===== src/rtl/csa_cal_pkg.sv =====
`timescale 1ns/1ps
package csa_cal_pkg;

  typedef enum logic [1:0] {
    CS_IDLE     = 2'd0,
    CS_MAN_WAIT = 2'd1,
    CS_MAN_HOLD = 2'd2,
    CS_AUTO     = 2'd3
  } cal_st_e;

  // settle window in clock cycles, at least one
  function automatic int cal_cycles(input int clk_hz, input int dur_us);
    int c;
    c = ((clk_hz / 1000) * dur_us) / 1000;
    return (c < 1) ? 1 : c;
  endfunction

endpackage


===== src/rtl/csa_cal_req.sv =====
`timescale 1ns/1ps
module csa_cal_req #(
  parameter int NUM_CH  = 3,
  parameter bit HW_ONLY = 1'b0
) (
  input  logic              clk_i,
  input  logic              rst_ni,
  input  logic              cal_pin_i,
  input  logic [NUM_CH-1:0] cal_reg_i,
  input  logic              auto_mode_i,
  input  logic              auto_en_i,
  input  logic              vref_ok_i,
  output logic [NUM_CH-1:0] req_o,
  output logic [NUM_CH-1:0] auto_start_o,
  output logic              manual_sel_o,
  output logic              pwr_start_o
);

  logic [NUM_CH-1:0] req_q;
  logic              pwr_done_q;
  logic              auto_sel;

  assign auto_sel     = auto_mode_i & ~HW_ONLY;
  assign manual_sel_o = ~auto_sel;
  assign pwr_start_o  = vref_ok_i & ~pwr_done_q;

  generate
    if (HW_ONLY) begin : g_hw
      assign req_o = {NUM_CH{cal_pin_i}};
    end else begin : g_sw
      assign req_o = {NUM_CH{cal_pin_i}} | cal_reg_i;
    end
  endgenerate

  assign auto_start_o = (req_o & ~req_q) & {NUM_CH{auto_sel & auto_en_i}};

  always_ff @(posedge clk_i or negedge rst_ni) begin
    if (!rst_ni) begin
      req_q      <= '0;
      pwr_done_q <= 1'b0;
    end else begin
      req_q <= req_o;
      if (vref_ok_i) pwr_done_q <= 1'b1;
    end
  end

  a_r5_pwr_once: assert property (@(posedge clk_i) disable iff (!rst_ni)
    pwr_start_o |=> !pwr_start_o);

  a_r9_no_auto_disabled: assert property (@(posedge clk_i) disable iff (!rst_ni)
    (!auto_en_i || !auto_mode_i) |-> (auto_start_o == '0));

  generate
    if (HW_ONLY) begin : g_hw_chk
      a_r4_reg_ignored: assert property (@(posedge clk_i) disable iff (!rst_ni)
        (auto_start_o == '0) && (req_o == {NUM_CH{cal_pin_i}}));
    end
  endgenerate

endmodule


===== src/rtl/csa_cal_chan.sv =====
`timescale 1ns/1ps
module csa_cal_chan
  import csa_cal_pkg::*;
#(
  parameter int WIN_CYC = 5000
) (
  input  logic    clk_i,
  input  logic    rst_ni,
  input  logic    req_i,
  input  logic    manual_sel_i,
  input  logic    auto_start_i,
  input  logic    pwr_start_i,
  output cal_st_e st_o,
  output logic    busy_o,
  output logic    trim_valid_o
);

  localparam int CNT_W = (WIN_CYC > 1) ? $clog2(WIN_CYC) : 1;
  localparam logic [CNT_W-1:0] CNT_LOAD = CNT_W'(WIN_CYC - 1);

  cal_st_e          st_q, st_d;
  logic [CNT_W-1:0] cnt_q, cnt_d;
  logic             trim_q, trim_d;

  always_comb begin
    st_d   = st_q;
    cnt_d  = cnt_q;
    trim_d = trim_q;
    if (pwr_start_i || auto_start_i) begin
      st_d   = CS_AUTO;
      cnt_d  = CNT_LOAD;
      trim_d = 1'b0;
    end else begin
      unique case (st_q)
        CS_IDLE: begin
          if (req_i && manual_sel_i) begin
            st_d  = CS_MAN_WAIT;
            cnt_d = CNT_LOAD;
          end
        end
        CS_MAN_WAIT: begin
          if (!req_i) begin
            st_d  = CS_IDLE;
            cnt_d = '0;
          end else if (cnt_q == '0) begin
            st_d = CS_MAN_HOLD;
          end else begin
            cnt_d = cnt_q - 1'b1;
          end
        end
        CS_MAN_HOLD: begin
          if (!req_i) st_d = CS_IDLE;
        end
        CS_AUTO: begin
          if (cnt_q == '0) begin
            st_d   = CS_IDLE;
            trim_d = 1'b1;
          end else begin
            cnt_d = cnt_q - 1'b1;
          end
        end
        default: st_d = CS_IDLE;
      endcase
    end
  end

  always_ff @(posedge clk_i or negedge rst_ni) begin
    if (!rst_ni) begin
      st_q   <= CS_IDLE;
      cnt_q  <= '0;
      trim_q <= 1'b0;
    end else begin
      st_q   <= st_d;
      cnt_q  <= cnt_d;
      trim_q <= trim_d;
    end
  end

  assign st_o         = st_q;
  assign busy_o       = (st_q == CS_MAN_WAIT) || (st_q == CS_AUTO);
  assign trim_valid_o = trim_q;

  a_r10_cnt_range: assert property (@(posedge clk_i) disable iff (!rst_ni)
    cnt_q <= CNT_LOAD);

  a_r11_drop_exit: assert property (@(posedge clk_i) disable iff (!rst_ni)
    ((st_q == CS_MAN_WAIT || st_q == CS_MAN_HOLD) && !req_i && !pwr_start_i && !auto_start_i)
    |=> (st_q == CS_IDLE));

  a_r5_trim_from_auto: assert property (@(posedge clk_i) disable iff (!rst_ni)
    $rose(trim_valid_o) |-> ($past(st_q) == CS_AUTO));

  a_r8_man_busy_holds: assert property (@(posedge clk_i) disable iff (!rst_ni)
    (st_q == CS_MAN_WAIT && cnt_q != '0 && req_i && !pwr_start_i && !auto_start_i) |=> busy_o);

endmodule


===== src/rtl/csa_cal_ovr.sv =====
`timescale 1ns/1ps
module csa_cal_ovr
  import csa_cal_pkg::*;
#(
  parameter int GAIN_W = 2
) (
  input  cal_st_e           st_i,
  input  logic [GAIN_W-1:0] gain_cfg_i,
  input  logic              uni_cfg_i,
  output logic              short_o,
  output logic              shunt_off_o,
  output logic [GAIN_W-1:0] gain_o,
  output logic              uni_o
);

  logic in_cal, in_auto;

  assign in_cal      = (st_i != CS_IDLE);
  assign in_auto     = (st_i == CS_AUTO);
  assign short_o     = in_cal;
  assign shunt_off_o = in_cal;
  assign gain_o      = in_auto ? {GAIN_W{1'b1}} : gain_cfg_i;
  assign uni_o       = in_auto ? 1'b0 : uni_cfg_i;

endmodule


===== src/rtl/csa_cal_seq.sv =====
`timescale 1ns/1ps
module csa_cal_seq
  import csa_cal_pkg::*;
#(
  parameter int NUM_CH      = 3,
  parameter int GAIN_W      = 2,
  parameter int CLK_FREQ_HZ = 100_000_000,
  parameter int CAL_TIME_US = 50,
  parameter bit HW_ONLY     = 1'b0
) (
  input  logic                     clk_i,
  input  logic                     rst_ni,
  input  logic                     cal_pin_i,
  input  logic [NUM_CH-1:0]        cal_reg_i,
  input  logic                     auto_mode_i,
  input  logic                     auto_en_i,
  input  logic                     vref_ok_i,
  input  logic [NUM_CH*GAIN_W-1:0] gain_cfg_i,
  input  logic [NUM_CH-1:0]        uni_cfg_i,
  output logic [NUM_CH-1:0]        short_o,
  output logic [NUM_CH-1:0]        shunt_off_o,
  output logic [NUM_CH*GAIN_W-1:0] gain_o,
  output logic [NUM_CH-1:0]        uni_o,
  output logic [NUM_CH-1:0]        busy_o,
  output logic [NUM_CH-1:0]        trim_valid_o
);

  localparam int WIN_CYC = cal_cycles(CLK_FREQ_HZ, CAL_TIME_US);

  logic [NUM_CH-1:0] req, auto_start;
  logic              manual_sel, pwr_start;
  cal_st_e           st [NUM_CH];

  csa_cal_req #(.NUM_CH(NUM_CH), .HW_ONLY(HW_ONLY)) u_req (
    .clk_i        (clk_i),
    .rst_ni       (rst_ni),
    .cal_pin_i    (cal_pin_i),
    .cal_reg_i    (cal_reg_i),
    .auto_mode_i  (auto_mode_i),
    .auto_en_i    (auto_en_i),
    .vref_ok_i    (vref_ok_i),
    .req_o        (req),
    .auto_start_o (auto_start),
    .manual_sel_o (manual_sel),
    .pwr_start_o  (pwr_start)
  );

  generate
    for (genvar c = 0; c < NUM_CH; c++) begin : g_ch
      csa_cal_chan #(.WIN_CYC(WIN_CYC)) u_chan (
        .clk_i        (clk_i),
        .rst_ni       (rst_ni),
        .req_i        (req[c]),
        .manual_sel_i (manual_sel),
        .auto_start_i (auto_start[c]),
        .pwr_start_i  (pwr_start),
        .st_o         (st[c]),
        .busy_o       (busy_o[c]),
        .trim_valid_o (trim_valid_o[c])
      );

      csa_cal_ovr #(.GAIN_W(GAIN_W)) u_ovr (
        .st_i        (st[c]),
        .gain_cfg_i  (gain_cfg_i[c*GAIN_W +: GAIN_W]),
        .uni_cfg_i   (uni_cfg_i[c]),
        .short_o     (short_o[c]),
        .shunt_off_o (shunt_off_o[c]),
        .gain_o      (gain_o[c*GAIN_W +: GAIN_W]),
        .uni_o       (uni_o[c])
      );

      a_r6_r7_auto_forced: assert property (@(posedge clk_i) disable iff (!rst_ni)
        (st[c] == CS_AUTO) |-> ((gain_o[c*GAIN_W +: GAIN_W] == {GAIN_W{1'b1}}) && !uni_o[c]
                                && busy_o[c]));

      a_r1_short_pair: assert property (@(posedge clk_i) disable iff (!rst_ni)
        busy_o[c] |-> (short_o[c] && shunt_off_o[c]));
    end
  endgenerate

endmodule


===== config.mk =====
export PLATFORM = sky130hd
export DESIGN_NAME = csa_cal_seq
export DESIGN_NICKNAME = d
export VERILOG_FILES = /design/src/rtl/csa_cal_pkg.sv /design/src/rtl/csa_cal_req.sv /design/src/rtl/csa_cal_chan.sv /design/src/rtl/csa_cal_ovr.sv /design/src/rtl/csa_cal_seq.sv
export SDC_FILE = /design/constraint.sdc
export NUM_CORES = 1
export LEC_CHECK = 0
export BUFFER_PORTS_ARGS = -buffer_cell sky130_fd_sc_hd__buf_2
export CAP_MARGIN = 25
export CORE_MARGIN = 10
export CORE_UTILIZATION = 35
export DETAILED_ROUTE_END_ITERATION = 12
export PLACE_DENSITY = 0.51
export SYNTH_ARGS = -nofsm -noshare
export SYNTH_HDL_FRONTEND = slang
export SYNTH_SLANG_ARGS = --single-unit
export TNS_END_PERCENT = 1

===== constraint.sdc =====
create_clock -name clk_i -period 1.92 [get_ports clk_i]
set_input_delay 0.384 -clock clk_i [delete_from_list [all_inputs] [get_ports clk_i]]
set_output_delay 0.384 -clock clk_i [all_outputs]
set_load 0.01 [all_outputs]

## Word level (Yosys, flattened, before mapping)

Cells that the tools add are included.
Widths: inputs -> output; s select.

| operators by class | value |
|---|---|
| add/sub/neg operators | 3 |
| eq/ne operators | 21 |
| mux-type cells | 51 |
| bitwise operators | 8 |
| reduce and logical (&&, ||, !) cells | 36 |

Operators by type and width:

| kind | number |
|---|---|
| $mux 13 | 12 |
| $pmux 13 s3 | 3 |
| $mux 2 | 21 |
| $logic_not 13->1 | 3 |
| $sub 13x1->13 const B | 3 |
| $pmux 2 s4 | 3 |
| $reduce_bool 2->1 | 9 |
| $eq 2x2->1 const B | 6 |
| $mux 1 | 12 |
| $ne 4x2->1 const B | 3 |
| $reduce_and 2->1 | 6 |
| $reduce_and 4->1 | 3 |
| $reduce_bool 4->1 | 3 |
| $ne 3x1->1 const B | 3 |
| $ne 3x2->1 const B | 3 |
| $ne 3x3->1 const B | 3 |
| $and 3x3->3 | 2 |
| $eq 2x1->1 const B | 3 |
| $logic_not 2->1 | 3 |
| $logic_or 1x1->1 | 6 |
| $logic_and 1x1->1 | 3 |
| $not 3->3 | 1 |
| $or 3x3->3 | 1 |
| $and 1x1->1 | 2 |
| $not 1->1 | 2 |

| word-level totals | value |
|---|---|
| bits in registers | 52 |
| input port bits | 18 |
| output and inout port bits | 21 |
| word-level logic and storage cells | 130 |

## Longest topological paths before layout

Gate-level depths: netlist of run 1.

| logic depth | value |
|---|---|
| depth in word-level cells | 6 |
| mapped depth | 8 |
| depth with buffers taken out | 7 |

## Modules after synthesis

Synthesis of run 1 repeated with hierarchy kept, for this count alone.

| second synthesis, totals | value |
|---|---|
| cell total of the unflattened synthesis | 401 |
| area, all modules | 3626.0 um^2 |

Modules (own cells, without submodules):

| module | instances | cells each | area an instance (um^2) | seq. area each (um^2) |
|---|---|---|---|---|
| csa_cal_chan | 3 | 124 | 1111.1 | 400.4 |
| csa_cal_req | 1 | 14 | 176.4 | 100.1 |
| csa_cal_ovr | 3 | 5 | 38.8 | 0.0 |

## Worst setup path after synthesis of run 1

OpenSTA, ideal clock, no wires.

| timing | value |
|---|---|
| kind | register to register |
| from | register g_ch[1].u_chan.cnt_q[0] |
| to | register g_ch[1].u_chan.cnt_q[3] |
| setup time | 0.137 ns |
| arrival | 1.824 ns |
| required time | 1.783 ns |
| setup slack | -0.041 ns |
| cell stages (with the launch flop) | 9 |
| path buffers | 1 |
| period minus slack after synthesis | 1.961 ns |
| cells stage by stage | dfrtp_1 -> inv_1 -> ha_1 -> nor4b_1 -> nand4_1 -> buf_2 -> o211ai_1 -> xor2_1 -> nor2_1 |

| between the ends | value |
|---|---|
| cells in the longest elaborated chain, start to end | 5 |
| elaborated cells between the ends (all ways) | 6 |
| classes of those cells | add/sub (1); mux (4); reduce/logical (1) |

Ends and longest elaborated chain:

| what | line | source |
|---|---|---|
| start, declared | csa_cal_chan.sv:22 | `logic [CNT_W-1:0] cnt_q, cnt_d;` |
| start signal, assigned | csa_cal_chan.sv:74 | `cnt_q <= cnt_d;` |
| $sub 13x1->13 / $logic_not 13->1 (equally long branches) | -- |  |
| $mux 13 * | csa_cal_chan.sv:45, csa_cal_chan.sv:55 |  |
| $mux 13 | csa_cal_chan.sv:42 | `if (!req_i) begin` |
| $pmux 13 s3 * | csa_cal_chan.sv:34 | `unique case (st_q)` |
| $mux 13 * | csa_cal_chan.sv:29 | `if (pwr_start_i \|\| auto_start_i) begin` |

Every way passes the cells marked *; elsewhere a longest branch is shown, timed or not.
A chain may end at the register's enable or synchronous reset.

## Worst setup path in the final report of run 1

| timing | value |
|---|---|
| from | register g_ch[0].u_chan.cnt_q[11] |
| to | register g_ch[0].u_chan.cnt_q[11] |

| between the ends | value |
|---|---|
| cells in the longest elaborated chain, start to end | 5 |
| elaborated cells between the ends (all ways) | 6 |
| classes of those cells | add/sub (1); mux (4); reduce/logical (1) |

Ends and longest elaborated chain:

| what | line |
|---|---|
| start, declared | csa_cal_chan.sv:22 |
| start signal, assigned | csa_cal_chan.sv:74 |
| $sub 13x1->13 / $logic_not 13->1 (equally long branches) | -- |
| $mux 13 * | csa_cal_chan.sv:45, csa_cal_chan.sv:55 |
| $mux 13 | csa_cal_chan.sv:42 |
| $pmux 13 s3 * | csa_cal_chan.sv:34 |
| $mux 13 * | csa_cal_chan.sv:29 |

Marks and branches as above.

==> results.sh, run 1 <==
export IMPL_dieWidth_um=116
export IMPL_startpoint="g_ch[0].u_chan.cnt_q[11]$_DFFE_PN0P_"
export IMPL_fmax_mhz=535
export IMPL_cts_setup_buffers=0
export IMPL_critical_path_buf_inv_count=0
export IMPL_antenna_found_initial=0
export IMPL_drt_pass1_iter_count=4
export IMPL_cts_tree="yes"
export IMPL_synthCells=374
export IMPL_use_met1=0.155
export IMPL_slew_viol_final=0
export IMPL_slowest_stage="or4_4"
export IMPL_path_depth=5
export IMPL_grt_max_degree=33
export IMPL_tightestPinTransition_ps=806
export IMPL_wl_per_cell_um=14.8
export IMPL_n_antenna_cell=0
export IMPL_final_antenna_net_count=0
export IMPL_cts_root_buf="clkbuf_8"
export IMPL_yosysWarnings=0
export IMPL_grt_pass1_wl_mm=13.9
export IMPL_rr_worst_depth=5
export IMPL_yosys_area_share_simple=0.258
export IMPL_postCtsHoldBufs=0
export IMPL_start_kind="flip-flop"
export IMPL_instances_no_fill=556
export IMPL_finalWeightedCongestion=0.873
export IMPL_synth_top_family_by_area="simple AND/OR/NAND/NOR gates"
export IMPL_reg2reg_from="g_ch[0].u_chan.cnt_q[11]$_DFFE_PN0P_"
export IMPL_skew_ps=7.83
export IMPL_clock_latency_ps=310
export IMPL_syn_area_um2=3230
export IMPL_port_buffers=38
export IMPL_final_core_util=0.440
export IMPL_final_nets=465
export IMPL_first_iter_violations=222
export IMPL_setup_viol=0
export IMPL_fin_crit_sh=0.973
export IMPL_ys_types=59
export IMPL_yosysSeqAreaShare=0.402
export IMPL_synth_compound_gate_area_share=0.219
export IMPL_cts_buffers=5
export IMPL_coreArea_um2=9110
export IMPL_synth_async_reset_ratio=1.00
export IMPL_ys_ff_latch=52
export IMPL_place_inst=548
export IMPL_critPathMaxFanout=4
export IMPL_rsz0062_at_grt="true"
export IMPL_required_ps=2130
export IMPL_numClockSinks=52
export IMPL_track_usage=0.125
export IMPL_synth_fa_ha_area_frac=0.0116
export IMPL_crit_type="flip-flop to flip-flop"
export IMPL_drive_above_1_share=0.294
export IMPL_drt_wl_total_mm=8.25
export IMPL_post_synth_cell_area_avg_um2=8.65
export IMPL_vdd_drop_max_mv=0.466
export IMPL_ys_flop_type="dfrtp_1"
export IMPL_die_area_um2=13500
export IMPL_slowest_delay_ps=580
export IMPL_power_density_nw_per_um2=1550
export IMPL_area_delta_synth_final_pct=23.9
export IMPL_ctsLongestPathBuffers=2
export IMPL_p_leak_nw=1.79
export IMPL_htree_levels=2
export IMPL_status="completed"
export IMPL_num_vias=2972
export IMPL_hp_class="input pin to asynchronous set/reset pin"
export IMPL_slew_headroom=0.457
export IMPL_synth_xor_area_frac=0.0217
export IMPL_clk_pin_slew_ps=100
export IMPL_first_global_vias=2906
export IMPL_synth_area_mux_share=0.00928
export IMPL_gr_usage_met3=0.0247
export IMPL_vias_per_cell=5.35
export IMPL_start_util=0.355
export IMPL_synth_edf_count=0
export IMPL_crit_path_end_kind="flip-flop"
export IMPL_hold_ws_ps=36.8
export IMPL_place_hpwl_mm=6.37
export IMPL_drt_drc_violations_left=0
export IMPL_maxCapViolations=0
export IMPL_cp_endpoint="g_ch[0].u_chan.cnt_q[11]$_DFFE_PN0P_"
export IMPL_pin_count=39
export IMPL_syn_num_nets=395
export IMPL_die_h_um=116
export IMPL_grt_ovfl_total=0
export IMPL_period_needed_ps=1870
export IMPL_cpLargestDelayFamily="simple AND/OR/NAND/NOR gates"
export IMPL_grt_most_used_layer="met2"
export IMPL_ff2ff_setup_slack_ps=50
export IMPL_cp_arrival_ps=2080
export IMPL_r2r_end="g_ch[0].u_chan.cnt_q[11]$_DFFE_PN0P_"
export IMPL_finalHoldViolCount=0
export IMPL_row_count=35
export IMPL_grt_use_met2=0.220
export IMPL_worstPathCellList="or4_4 -> or3_1 -> nand2_2 -> nor4b_2 -> o22a_1"
[how the worst min path moves through the flow]
stage | to | startpoint | depth (start not counted) | slack [ps]
6_report | g_ch[1].u_chan.cnt_q[11]$_DFFE_PN0P_ | rst_ni | 1 | 40
5_1_grt | g_ch[1].u_chan.cnt_q[11]$_DFFE_PN0P_ | rst_ni | 1 | 50
4_1_cts | g_ch[1].u_chan.cnt_q[11]$_DFFE_PN0P_ | rst_ni | 1 | 50
3_5_place_dp | g_ch[1].u_chan.cnt_q[11]$_DFFE_PN0P_ | rst_ni | 1 | 400
3_3_place_gp | g_ch[1].u_chan.cnt_q[11]$_DFFE_PN0P_ | rst_ni | 1 | 410
2_1_floorplan | g_ch[0].u_chan.cnt_q[0]$_DFFE_PN0P_ | rst_ni | 0 | 90
[placed cells by master (no fill, tap or decap), types with 4 or more instances in the layout]
| cell type | instances |
|---|---|
| xor2_1 | 5 |
| o21a_1 | 5 |
| clkbuf_8 | 6 |
| or3_1 | 4 |
| or2_2 | 6 |
| nand3_1 | 7 |
| nor3_1 | 12 |
| inv_1 | 15 |
| nand2_1 | 28 |
| and2_1 | 5 |
| a21oi_1 | 24 |
| dfrtp_1 | 52 |
| nand2b_1 | 14 |
| o31ai_1 | 6 |
| nor2_1 | 38 |
| buf_2 | 38 |
| o22a_1 | 7 |
| a31oi_1 | 10 |
| nor4_1 | 5 |
| o21ai_0 | 26 |
| buf_4 | 55 |
| o211ai_1 | 6 |
[state kept, by name (all words and copies together), names as in the netlist]
| signal | flops |
|---|---|
| g_ch.u_chan.trim_valid_o | 3 |
| g_ch.u_chan.st_o | 6 |
| g_ch.u_chan.cnt_q | 39 |
| u_req.pwr_done_q | 1 |
| u_req.req_q | 3 |
[Yosys cell counts, types with 3 or more instances]
master,number,share of area
dfrtp_1,52,0.40
nor2_1,39,0.045
nand2_1,28,0.032
o21ai_0,26,0.040
a21oi_1,24,0.037
buf_4,16,0.037
inv_1,15,0.017
nand2b_1,14,0.027
clkbuf_1,13,0.015
nor3_1,13,0.020
a31oi_1,10,0.019
nand3_1,7,0.011
nor4_1,7,0.014
o22a_1,7,0.019
o211ai_1,6,0.014
o31ai_1,6,0.014
or2_2,6,0.012
a211oi_1,5,0.012
and2_1,5,0.0097
o21a_1,5,0.012
xor2_1,5,0.014
or3_1,4,0.0077
and4_1,3,0.0081
ha_1,3,0.012
mux2i_1,3,0.0093
nand4_1,3,0.0058
o21ai_1,3,0.0046
o31a_1,3,0.0081
xnor2_1,3,0.0081
[where the power goes]
part           switching [mW]  leakage, nW  total, mW  internal (mW)
Combinational            1.81         1.08       3.44           1.62
Clock                   0.393       0.0614      0.820          0.427
Sequential              0.442        0.644       1.96           1.52
Total                    2.65         1.79       6.22           3.57
[logic make-up (layout without fill, tap and decap cells)]
family          after synthesis  after routing
fa+ha+maj                     3              3
mux                           3              3
flops                        52             52
xor+xnor                      8              8
buf+inv                      47            118
compound gates              109            109
simple gates                152            152
[metrics by stage]
stage | setup TNS (ps) | power, mW | setup slack [ps] | area, um2
3_5_place_dp | -107 | 5.29 | -94.4 | 3810
6_report | 0 | 6.22 | 52.3 | 4010
4_1_cts | 0 | 6.16 | 6.30 | 3950
5_1_grt | -153 | 6.81 | -58.2 | 4010
2_1_floorplan | 0 | 4.13 | 34.0 | 3240
3_3_place_gp | -14.5 | 5.26 | -14.5 | 3810
[metal layers]
layer | part of all wire | vias up | wire length [um]
li1 | - | 1494 | -
met2 | 0.50 | 52 | 4130
met3 | 0.039 | 2 | 325
met1 | 0.46 | 1424 | 3770
met5 | 0 | - | 0
met4 | 0.0040 | 0 | 33
[what timing repair did]
action	CTS	global route
hold endpoints to repair	0	0
resized for setup	3	12
pin swaps	0	4
setup endpoints to repair	4	20
[area by class of cell]
class                      instances  area (um2)
fill                             899        5100
multi-input combinational        275        1750
sequential                        52        1300
timing repair buffer              95         634
tap                              111         139
clock buffer                       6        82.6
inverter                          15        56.3
clock inverter                     2        38.8
[worst reg2reg max path, delay by kind of cell (launching register included)]
kind / cells / cell delay [ps]
compound gates: 1 / 190
flops: 1 / 430
simple gates: 4 / 1140
Note: power is estimated with default switching activity, not from simulation.
==> run 2: changes to the inputs <==
Settings changed: CORE_ASPECT_RATIO set to 0.6.
Clock period 1.92 ns to 1.5 ns, I/O delays scaled along.
==> results.sh, run 2 (synthesized netlist as in run 1, its figures left out) <==
export IMPL_instances_no_fill=626
export IMPL_first_iter_violations=179
export IMPL_grt_ovfl_total=0
export IMPL_p_int_mw=5.87
export IMPL_coreArea_um2=9090
export IMPL_comb_power_share=0.638
export IMPL_clk_pin_slew_ps=70
export IMPL_antenna_found_initial=0
export IMPL_drive_above_1_share=0.469
export IMPL_finalWeightedCongestion=0.831
export IMPL_drt_wl_total_mm=9.89
export IMPL_crit_type="flip-flop to flip-flop"
export IMPL_place_hpwl_mm=7.39
export IMPL_violations="hold timing, setup timing"
export IMPL_grt_pass1_wl_mm=16.7
export IMPL_vdd_drop_max_mv=0.920
export IMPL_pre_cts_slack_ps=-364
export IMPL_slew_headroom=0.547
export IMPL_hp_class="input pin to asynchronous set/reset pin"
export IMPL_htree_levels=2
export IMPL_n_antenna_cell=0
export IMPL_place_inst=613
export IMPL_p_clk_frac=0.118
export IMPL_largest_reg_flops=39
export IMPL_ff2ff_setup_slack_ps=-320
export IMPL_top_register="g_ch.u_chan.cnt_q"
export IMPL_port_buffers=38
export IMPL_wl_per_cell_um=15.8
export IMPL_pwr_share_seq=0.245
export IMPL_cp_arrival_ps=2010
export IMPL_final_cell_mix="buf_4, dfrtp_1, nor2_1, buf_2, a21oi_1"
export IMPL_track_usage=0.150
export IMPL_final_antenna_net_count=0
export IMPL_numClockSinks=52
export IMPL_drt_drc_violations_left=0
export IMPL_period_needed_ps=1820
export IMPL_pin_count=39
export IMPL_crit_path_end_kind="flip-flop"
export IMPL_drt_pass1_iter_count=4
export IMPL_die_area_um2=13600
export IMPL_reg2reg_from="g_ch[2].u_chan.cnt_q[1]$_DFFE_PN0P_"
export IMPL_clock_latency_ps=290
export IMPL_slew_viol_final=0
export IMPL_start_kind="flip-flop"
export IMPL_fin_crit_sh=1.22
export IMPL_rsz0062_at_grt="true"
export IMPL_rr_worst_depth=7
export IMPL_maxCapViolations=0
export IMPL_fmax_mhz=548
export IMPL_hold_ws_ps=-22.0
export IMPL_die_h_um=94.5
export IMPL_fillers=817
export IMPL_grt_max_degree=53
export IMPL_power_density_nw_per_um2=2060
export IMPL_start_util=0.356
export IMPL_critPathMaxFanout=3
export IMPL_vias_per_cell=5.24
export IMPL_dieWidth_um=144
export IMPL_cts_tree="yes"
export IMPL_tightestPinTransition_ps=672
export IMPL_skew_ps=7.94
export IMPL_status="finished with violations"
export IMPL_row_count=27
export IMPL_r2r_end="g_ch[2].u_chan.cnt_q[6]$_DFFE_PN0P_"
export IMPL_num_vias=3282
export IMPL_ctsLongestPathBuffers=2
export IMPL_layout_commonest_cell="buf_4"
export IMPL_area_delta_synth_final_pct=50.4
export IMPL_power_switching_mw=4.13
export IMPL_p_leak_nw=2.21
export IMPL_finalHoldViolCount=19
export IMPL_worst_slack_ps=-325
export IMPL_cts_buffers=5
export IMPL_sw_frac_of_total=0.413
export IMPL_first_global_vias=3426
export IMPL_setup_viol=54
export IMPL_required_ps=1690
export IMPL_cts_root_buf="clkbuf_16"
export IMPL_final_nets=530
run 2: power by group through the flow:
stage                     registers [mW]  clock network, mW  logic (mW)
after floorplan                     2.41                  0        2.99
after global placement              2.38                  0        5.39
after detailed placement            2.38                  0        5.47
after CTS                           2.42               1.21        5.98
after global routing                2.52               1.28        7.01
final                               2.45               1.18        6.38
run 2: per-layer routing:
layer,wire length (um),track usage,share of wire
met1,4940,0.207,0.50
met2,4380,0.231,0.44
met5,0,0,0
met3,475,0.0391,0.048
met4,97,0.0321,0.0098
run 2: stage by stage:
step | instance area, um2 | hold slack, ps | power, mW | setup TNS (ps) | util
floorplan | 3290 | 4.41 | 5.39 | -8140 | -
global placement | 4350 | 322 | 7.77 | -11330 | 0.478
detailed placement | 4350 | 318 | 7.85 | -12430 | 0.478
CTS | 4720 | 2.27 | 9.62 | -10200 | 0.519
global route | 4860 | 13.3 | 10.8 | -15310 | 0.535
finish | 4860 | -22.0 | 10.0 | -9560 | 0.535
run 2: worst max-delay path by stage:
stage	cells past startpoint	endpoint	start	slack [ps]
finish	7	g_ch[2].u_chan.cnt_q[6]$_DFFE_PN0P_	g_ch[2].u_chan.cnt_q[1]$_DFFE_PN0P_	-320
global route	7	g_ch[1].u_chan.cnt_q[10]$_DFFE_PN0P_	g_ch[1].u_chan.cnt_q[1]$_DFFE_PN0P_	-470
CTS	7	g_ch[1].u_chan.cnt_q[10]$_DFFE_PN0P_	g_ch[1].u_chan.cnt_q[1]$_DFFE_PN0P_	-360
detailed placement	7	g_ch[1].u_chan.cnt_q[10]$_DFFE_PN0P_	g_ch[1].u_chan.cnt_q[1]$_DFFE_PN0P_	-360
global placement	8	g_ch[0].u_chan.cnt_q[0]$_DFFE_PN0P_	g_ch[0].u_chan.cnt_q[0]$_DFFE_PN0P_	-350
floorplan	7	g_ch[2].u_chan.cnt_q[6]$_DFFE_PN0P_	g_ch[2].u_chan.cnt_q[0]$_DFFE_PN0P_	-300
run 2: area by class of cell:
type | count | area (um2) | share of cell area
Inverter | 15 | 56.3 | 0.0116
Multi-Input combinational cell | 275 | 2020 | 0.415
Clock buffer | 8 | 146 | 0.0301
Tap cell | 116 | 145 | 0.0298
Sequential cell | 52 | 1300 | 0.267
Timing Repair Buffer | 160 | 1200 | 0.246
run 2: repair_timing:
| item | CTS | global route |
|---|---|---|
| endpoints found under the setup margin | 57 | 59 |
| hold endpoints to repair | 0 | 0 |
| pin swaps | 29 | 19 |
| buffers inserted | 3 | 2 |
| gates resized for setup | 55 | 35 |
| hold buffers | 0 | 0 |
run 2: worst max-delay path, stage by stage, from the launching register on:
cell      delay [ps]
dfrtp_1          400
inv_2             80
ha_4             130
or3b_4           410
or3_1            330
a211oi_2         180
xnor2_1          140
nor2_1            50
